==> config.mk <==
export PLATFORM = sky130hd
export DESIGN_NAME = keyhash_verify
export DESIGN_NICKNAME = d
export VERILOG_FILES = /design/src/rtl/kv_pkg.sv /design/src/rtl/kv_sha1_round.sv /design/src/rtl/kv_sha1_core.sv /design/src/rtl/kv_seq.sv /design/src/rtl/keyhash_verify.sv
export SDC_FILE = /design/constraint.sdc
export NUM_CORES = 2
export LEC_CHECK = 0
export ABC_AREA = 1
export BUFFER_PORTS_ARGS = -buffer_cell sky130_fd_sc_hd__buf_4
export CAP_MARGIN = 20
export CORE_MARGIN = 2
export CORE_UTILIZATION = 40
export DETAILED_ROUTE_END_ITERATION = 6
export SLEW_MARGIN = 40
export SYNTH_ARGS = -nofsm -noshare
export SYNTH_HDL_FRONTEND = slang
export SYNTH_SLANG_ARGS = --single-unit
==> constraint.sdc <==
create_clock -name clk -period 15.9 [get_ports clk]
set_input_delay 1.59 -clock clk [delete_from_list [all_inputs] [get_ports clk]]
set_output_delay 1.59 -clock clk [all_outputs]
set_load 0.02 [all_outputs]
==> src/rtl/kv_pkg.sv <==
package kv_pkg;
    localparam int WORD_W = 32;
    localparam int DIG_WORDS = 5;
    localparam int BLK_WORDS = 16;
    localparam int ROUNDS = 80;
    localparam logic [WORD_W-1:0] PAD_ONE = 32'h8000_0000;

    typedef enum logic [2:0] {
        S_IDLE, S_FILL, S_KICK, S_GO, S_HASH, S_REF, S_TAIL
    } seq_state_e;

    function automatic logic [DIG_WORDS-1:0][WORD_W-1:0] sha1_iv();
        logic [DIG_WORDS-1:0][WORD_W-1:0] r;
        r[0] = 32'h6745_2301;
        r[1] = 32'hEFCD_AB89;
        r[2] = 32'h98BA_DCFE;
        r[3] = 32'h1032_5476;
        r[4] = 32'hC3D2_E1F0;
        return r;
    endfunction
endpackage

==> src/rtl/kv_sha1_round.sv <==
module kv_sha1_round
    import kv_pkg::*;
(
    input  logic [DIG_WORDS-1:0][WORD_W-1:0] v_in,
    input  logic [WORD_W-1:0]                w_in,
    input  logic [6:0]                       t_in,
    output logic [DIG_WORDS-1:0][WORD_W-1:0] v_out
);
    logic [WORD_W-1:0] f_val;
    logic [WORD_W-1:0] k_val;
    logic [WORD_W-1:0] tmp;

    always_comb begin
        if (t_in < 7'd20) begin
            f_val = (v_in[1] & v_in[2]) | (~v_in[1] & v_in[3]);
            k_val = 32'h5A82_7999;
        end else if (t_in < 7'd40) begin
            f_val = v_in[1] ^ v_in[2] ^ v_in[3];
            k_val = 32'h6ED9_EBA1;
        end else if (t_in < 7'd60) begin
            f_val = (v_in[1] & v_in[2]) | (v_in[1] & v_in[3]) | (v_in[2] & v_in[3]);
            k_val = 32'h8F1B_BCDC;
        end else begin
            f_val = v_in[1] ^ v_in[2] ^ v_in[3];
            k_val = 32'hCA62_C1D6;
        end
        tmp = {v_in[0][26:0], v_in[0][31:27]} + f_val + v_in[4] + k_val + w_in;
        v_out[0] = tmp;
        v_out[1] = v_in[0];
        v_out[2] = {v_in[1][1:0], v_in[1][31:2]};
        v_out[3] = v_in[2];
        v_out[4] = v_in[3];
    end
endmodule

==> src/rtl/kv_sha1_core.sv <==
module kv_sha1_core
    import kv_pkg::*;
(
    input  logic                 clk,
    input  logic                 rst_n,
    input  logic                 init,
    input  logic                 shift_en,
    input  logic [WORD_W-1:0]    shift_word,
    input  logic                 go,
    output logic                 busy,
    output logic [DIG_WORDS*WORD_W-1:0] digest
);
    typedef struct packed {
        logic [BLK_WORDS-1:0][WORD_W-1:0] w;
        logic [DIG_WORDS-1:0][WORD_W-1:0] h;
        logic [DIG_WORDS-1:0][WORD_W-1:0] v;
        logic [6:0]                       rnd;
        logic                             busy;
    } core_t;

    core_t q, d;
    logic [DIG_WORDS-1:0][WORD_W-1:0] v_nx;
    logic [WORD_W-1:0] w_mix;
    logic [WORD_W-1:0] w_new;

    kv_sha1_round u_round (
        .v_in  (q.v),
        .w_in  (q.w[0]),
        .t_in  (q.rnd),
        .v_out (v_nx)
    );

    always_comb begin
        d     = q;
        w_mix = q.w[13] ^ q.w[8] ^ q.w[2] ^ q.w[0];
        w_new = {w_mix[30:0], w_mix[31]};
        if (init) begin
            d.h = sha1_iv();
        end
        if (shift_en) begin
            d.w = {shift_word, q.w[BLK_WORDS-1:1]};
        end
        if (go) begin
            d.v    = q.h;
            d.busy = 1'b1;
            d.rnd  = '0;
        end else if (q.busy) begin
            d.v   = v_nx;
            d.w   = {w_new, q.w[BLK_WORDS-1:1]};
            d.rnd = q.rnd + 7'd1;
            if (q.rnd == 7'(ROUNDS - 1)) begin
                d.busy = 1'b0;
                for (int i = 0; i < DIG_WORDS; i++) begin
                    d.h[i] = q.h[i] + v_nx[i];
                end
            end
        end
    end

    always_ff @(posedge clk or negedge rst_n) begin
        if (!rst_n) q <= '0;
        else        q <= d;
    end

    assign busy   = q.busy;
    assign digest = {q.h[0], q.h[1], q.h[2], q.h[3], q.h[4]};
endmodule

==> src/rtl/kv_seq.sv <==
module kv_seq
    import kv_pkg::*;
#(
    parameter int ADDR_W = 8,
    parameter int CNT_W  = 8
) (
    input  logic                 clk,
    input  logic                 rst_n,
    input  logic                 ctl_wr,
    input  logic                 ctl_wdata,
    input  logic [ADDR_W-1:0]    cfg_base,
    input  logic [CNT_W-1:0]     cfg_count,
    output logic                 mem_rd_en,
    output logic [ADDR_W-1:0]    mem_addr,
    input  logic [WORD_W-1:0]    mem_rdata,
    output logic                 core_init,
    output logic                 core_shift,
    output logic [WORD_W-1:0]    core_word,
    output logic                 core_go,
    input  logic                 core_busy,
    input  logic [DIG_WORDS*WORD_W-1:0] core_digest,
    output logic                 st_req,
    output logic                 st_done,
    output logic                 st_pass
);
    localparam int WIDX_W = CNT_W + 2;

    typedef struct packed {
        seq_state_e          state;
        logic                req;
        logic                done;
        logic                pass;
        logic [ADDR_W-1:0]   base;
        logic [CNT_W-1:0]    cnt;
        logic [WIDX_W-1:0]   nb;
        logic [WIDX_W-1:0]   blk;
        logic [WIDX_W-1:0]   widx;
        logic [3:0]          pos;
        logic [2:0]          ridx;
        logic                ev;
        logic                emem;
        logic [WORD_W-1:0]   epad;
        logic                cv;
        logic [2:0]          csel;
        logic                mism;
    } seq_t;

    seq_t q, d;
    logic [63:0]        len_bits;
    logic               cmp_bad;
    logic [WORD_W-1:0]  ref_word;
    logic               last_blk;

    always_comb begin
        case (q.csel)
            3'd0:    ref_word = core_digest[159:128];
            3'd1:    ref_word = core_digest[127:96];
            3'd2:    ref_word = core_digest[95:64];
            3'd3:    ref_word = core_digest[63:32];
            default: ref_word = core_digest[31:0];
        endcase
    end

    always_comb begin
        d         = q;
        core_init = 1'b0;
        core_go   = 1'b0;
        mem_rd_en = 1'b0;
        mem_addr  = '0;
        len_bits  = 64'(q.cnt) << 5;
        last_blk  = (q.blk == q.nb - WIDX_W'(1));
        core_shift = q.ev;
        core_word  = q.emem ? mem_rdata : q.epad;
        cmp_bad    = q.cv && (mem_rdata != ref_word);
        d.ev = 1'b0;
        d.cv = 1'b0;
        if (cmp_bad) d.mism = 1'b1;

        case (q.state)
            S_IDLE: begin
                if (ctl_wr && ctl_wdata) begin
                    d.req   = 1'b1;
                    d.done  = 1'b0;
                    d.pass  = 1'b0;
                    d.base  = cfg_base;
                    d.cnt   = cfg_count;
                    d.nb    = (WIDX_W'(cfg_count) + WIDX_W'(18)) >> 4;
                    d.blk   = '0;
                    d.widx  = '0;
                    d.pos   = '0;
                    d.mism  = 1'b0;
                    core_init = 1'b1;
                    d.state = S_FILL;
                end
            end
            S_FILL: begin
                d.ev = 1'b1;
                if (q.widx < WIDX_W'(q.cnt)) begin
                    mem_rd_en = 1'b1;
                    mem_addr  = q.base + ADDR_W'(q.widx);
                    d.emem    = 1'b1;
                end else begin
                    d.emem = 1'b0;
                end
                if (q.widx == WIDX_W'(q.cnt))           d.epad = PAD_ONE;
                else if (last_blk && q.pos == 4'd14)     d.epad = len_bits[63:32];
                else if (last_blk && q.pos == 4'd15)     d.epad = len_bits[31:0];
                else                                     d.epad = '0;
                d.widx = q.widx + WIDX_W'(1);
                d.pos  = q.pos + 4'd1;
                if (q.pos == 4'd15) d.state = S_KICK;
            end
            S_KICK: d.state = S_GO;
            S_GO: begin
                core_go = 1'b1;
                d.state = S_HASH;
            end
            S_HASH: begin
                if (!core_busy) begin
                    if (last_blk) begin
                        d.ridx  = '0;
                        d.state = S_REF;
                    end else begin
                        d.blk   = q.blk + WIDX_W'(1);
                        d.state = S_FILL;
                    end
                end
            end
            S_REF: begin
                mem_rd_en = 1'b1;
                mem_addr  = q.base + ADDR_W'(q.cnt) + ADDR_W'(q.ridx);
                d.cv      = 1'b1;
                d.csel    = q.ridx;
                d.ridx    = q.ridx + 3'd1;
                if (q.ridx == 3'(DIG_WORDS - 1)) d.state = S_TAIL;
            end
            S_TAIL: begin
                d.done  = 1'b1;
                d.pass  = !(q.mism || cmp_bad);
                d.req   = 1'b0;
                d.state = S_IDLE;
            end
            default: d.state = S_IDLE;
        endcase
    end

    always_ff @(posedge clk or negedge rst_n) begin
        if (!rst_n) q <= '0;
        else        q <= d;
    end

    assign st_req  = q.req;
    assign st_done = q.done;
    assign st_pass = q.pass;
endmodule

==> src/rtl/keyhash_verify.sv <==
module keyhash_verify
    import kv_pkg::*;
#(
    parameter int ADDR_W = 8,
    parameter int CNT_W  = 8
) (
    input  logic              clk,
    input  logic              rst_n,
    input  logic              ctl_wr,
    input  logic              ctl_wdata,
    output logic [2:0]        stat_rdata,
    input  logic [ADDR_W-1:0] cfg_base,
    input  logic [CNT_W-1:0]  cfg_count,
    output logic              mem_rd_en,
    output logic [ADDR_W-1:0] mem_addr,
    input  logic [31:0]       mem_rdata
);
    logic                 core_init;
    logic                 core_shift;
    logic [WORD_W-1:0]    core_word;
    logic                 core_go;
    logic                 core_busy;
    logic [DIG_WORDS*WORD_W-1:0] core_digest;
    logic                 st_req;
    logic                 st_done;
    logic                 st_pass;

    kv_seq #(.ADDR_W(ADDR_W), .CNT_W(CNT_W)) u_seq (
        .clk         (clk),
        .rst_n       (rst_n),
        .ctl_wr      (ctl_wr),
        .ctl_wdata   (ctl_wdata),
        .cfg_base    (cfg_base),
        .cfg_count   (cfg_count),
        .mem_rd_en   (mem_rd_en),
        .mem_addr    (mem_addr),
        .mem_rdata   (mem_rdata),
        .core_init   (core_init),
        .core_shift  (core_shift),
        .core_word   (core_word),
        .core_go     (core_go),
        .core_busy   (core_busy),
        .core_digest (core_digest),
        .st_req      (st_req),
        .st_done     (st_done),
        .st_pass     (st_pass)
    );

    kv_sha1_core u_core (
        .clk        (clk),
        .rst_n      (rst_n),
        .init       (core_init),
        .shift_en   (core_shift),
        .shift_word (core_word),
        .go         (core_go),
        .busy       (core_busy),
        .digest     (core_digest)
    );

    assign stat_rdata = {st_pass, st_done, st_req};
endmodule

==> results_dict.tcl <==
set metrics [dict create \
    status "finished, final reports clean" \
    crit_slowest_cell "nand2_1" \
    synthTopCellsByCount "nand2_1, dfrtp_1, inv_1" \
    path_max_fanout 18 \
    syn_inst 6953 \
    avgViaCountPerCell 5.42 \
    vias 47600 \
    clock_path_buffers 3 \
    ant_nets 0 \
    die_x_um 372 \
    clk_pin_slew_ps 60 \
    nFillCells 13500 \
    synth_edf_count 0 \
    syn2layout_area_growth_pct 10.9 \
    cp-end-kind "flip-flop" \
    finalMaxSlewViolations 0 \
    hold_violations 0 \
    worstPathRequired_ps 16520 \
    maxSlewHeadroom_pct 39.8 \
    synth_most_common_cell "nand2_1" \
    synth_fp_nets 7386 \
    io_buffers 63 \
    wl_um 194000 \
    grt_pass1_wl_um 290000 \
    firstDrtPassIters 6 \
    cts-resized-gates 0 \
    cap_violations 0 \
    routabilityCongestion 1.03 \
    yosys.area.top_type_share_pct 42.1 \
    max_stage_delay_ps 560 \
    finalSetupViolCount 0 \
    wl_met1_um 83500 \
    hp-class "flip-flop to flip-flop" \
    cp-start-kind "flip-flop" \
    cts-root-buf "clkbuf_16" \
    netlist_area_um2 54100 \
    initial_core_util_pct 40.4 \
    met3_length_um 17800 \
    cts_tree "built" \
    highest-signal-layer "met5" \
    drc 0 \
    wl_per_cell_um 22.2 \
    die_h_um 372 \
    fin_hold_ws_ps 456 \
    htreeDepth 3 \
    antenna_found_initial 8 \
    fin_setup_tns_ps 0 \
    track_usage_pct 28.1 \
    yosysSeqAreaShare_pct 42.1 \
    dieArea_um2 138000 \
    drtIter0Drc 5216 \
    ys_ff_latch 910 \
    max_freq_ghz 0.134 \
    synth_cell_types 59 \
    clk_latency_ps 760 \
    row_count 134 \
    yosysTopAreaCell "dfrtp_1" \
    post_cts_buffers 0 \
    yosys_most_used_dff "dfrtp_1" \
    dp_hpwl_um 143000 \
    postCtsHoldBufs 0 \
    io_pins 64 \
    async_flop_share_pct 100 \
    numClockSinks 910 \
    globalRouteOverflowTotal 0 \
    drive_gt1_share_pct 4.90 \
    tightest_slew_ps 902 \
    core_um2 134000 \
    finalClockSkew_ps 38.1 \
    yosys-top-cells-area "dfrtp_1, nand2_1, ha_1" \
    worstSetupPathType "flip-flop to flip-flop" \
    cp_data_arrival_time_ps 8090 \
    post-route-min-period_ps 7470 \
    ys_warn_count 0 \
    synth_area_per_cell_um2 7.78 \
    met2_length_um 84500 \
    grt_pass1_vias 45600 \
    cts-buffers-inserted 104 \
    final.period_utilization_pct 47.0 \
    crit_top_cell "inv_1" \
    nets 7351 \
    rsz0062_at_grt "no" \
    grt_max_degree 180 \
]
## kinds of logic (layout without fill, tap and decap cells)
logic type,after synthesis,after routing,synth area share (%)
other,0,2,0
AOI/OAI and AO/OA,1083,1083,11.8
muxes,1,1,0.0208
buffers and inverters,962,1013,6.94
and+or+nand+nor,3424,3424,25.4
DFF,910,910,42.1
xor gates and xnor gates,192,192,3.11
adders and majority gates,381,381,10.6
## critical path, delay by kind of cell, from the launching register on
| kind | cells | cell delay (ps) |
|---|---|---|
| AO/OA/AOI/OAI | 6 | 1140 |
| adder cells (fa/ha/maj) | 5 | 2160 |
| buffers and inverters | 7 | 860 |
| flip-flops | 1 | 450 |
| AND/OR/NAND/NOR | 13 | 2710 |
## sequential cells by signal, summed over array words and instances, names as in the netlist
register / flops
u_seq.q: 58
u_seq.st_pass: 1
u_seq.st_done: 1
u_seq.len_bits: 8
u_seq.st_req: 1
u_core.busy: 1
u_seq.core_shift: 1
u_core.digest: 160
u_core.q: 679
## metal layers
layer,vias up,track usage [%]
li1,22400,-
met1,23000,38.6
met3,387,6.60
met2,1866,42.4
met5,-,0
met4,10,11.5
## cell usage in the layout, fill, tap and decap left out, types with 6 or more instances in the layout
cell,netlist,final
clkinv_2,0,18
nand3_1,292,292
bufinv_16,0,10
buf_6,0,15
or2_2,16,16
nor3_1,63,63
xor2_1,75,75
a21oi_1,342,342
a211oi_1,6,6
clkinv_16,0,6
nor4_1,13,13
clkbuf_8,0,25
o21ai_1,8,8
nor2_1,304,302
clkbuf_16,0,104
dfrtp_1,910,908
nand4_1,72,72
and2_1,6,6
buf_4,8,94
o21ai_0,361,361
o211ai_1,76,76
a21boi_0,10,10
nor2_4,4,6
fa_1,129,129
xnor2_1,117,116
nand2_1,2617,2616
clkinv_4,0,6
nand3b_1,23,23
a21o_1,37,37
o21a_1,8,8
o21bai_1,33,33
o221ai_1,76,76
a31oi_1,16,16
clkinvlp_4,0,7
o22ai_1,75,75
inv_1,691,691
clkbuf_1,148,15
ha_1,252,252
## worst paths after layout
kind                             startpoint            endpoint  slack [ps]  depth (start not counted)
min in group asynchronous             rst_n       u_core.q[536]         750                          1
worst min register to register  u_seq.q[55]         u_seq.q[55]         460                          1
worst max-delay path            u_core.q[6]  u_core.digest[153]        8430                         31
worst min-delay path            u_seq.q[55]         u_seq.q[55]         460                          1
max in group asynchronous             rst_n  u_core.digest[134]       12440                          5
worst max register to register  u_core.q[6]  u_core.digest[153]        8430                         31
## through the flow
stage          instance area, um2  cells  worst slack [ps]  util, %
2_1_floorplan               54100   6953              9750        -
3_3_place_gp                56100   8576              8670     41.9
3_5_place_dp                56200   8579              8560     42.0
4_1_cts                     59900   8771              8530     44.8
5_1_grt                     60000   8772              8020     44.8
6_report                    60000   8774              8430     44.8
## area by class of cell
cell class / count / area, um2 / area share [%]
multi-input combinational: 5081 / 27600 / 46.0
clock inverter: 48 / 699 / 1.17
inverter: 704 / 2670 / 4.44
tap: 1768 / 2210 / 3.69
clock buffer: 144 / 3000 / 5.01
antenna: 2 / 5.00 / 0.00835
sequential: 910 / 22800 / 38.0
timing repair buffer: 117 / 1040 / 1.73
Power is not shown: default switching activity piles up to over one toggle a cycle in this logic, so the estimate is an artifact.
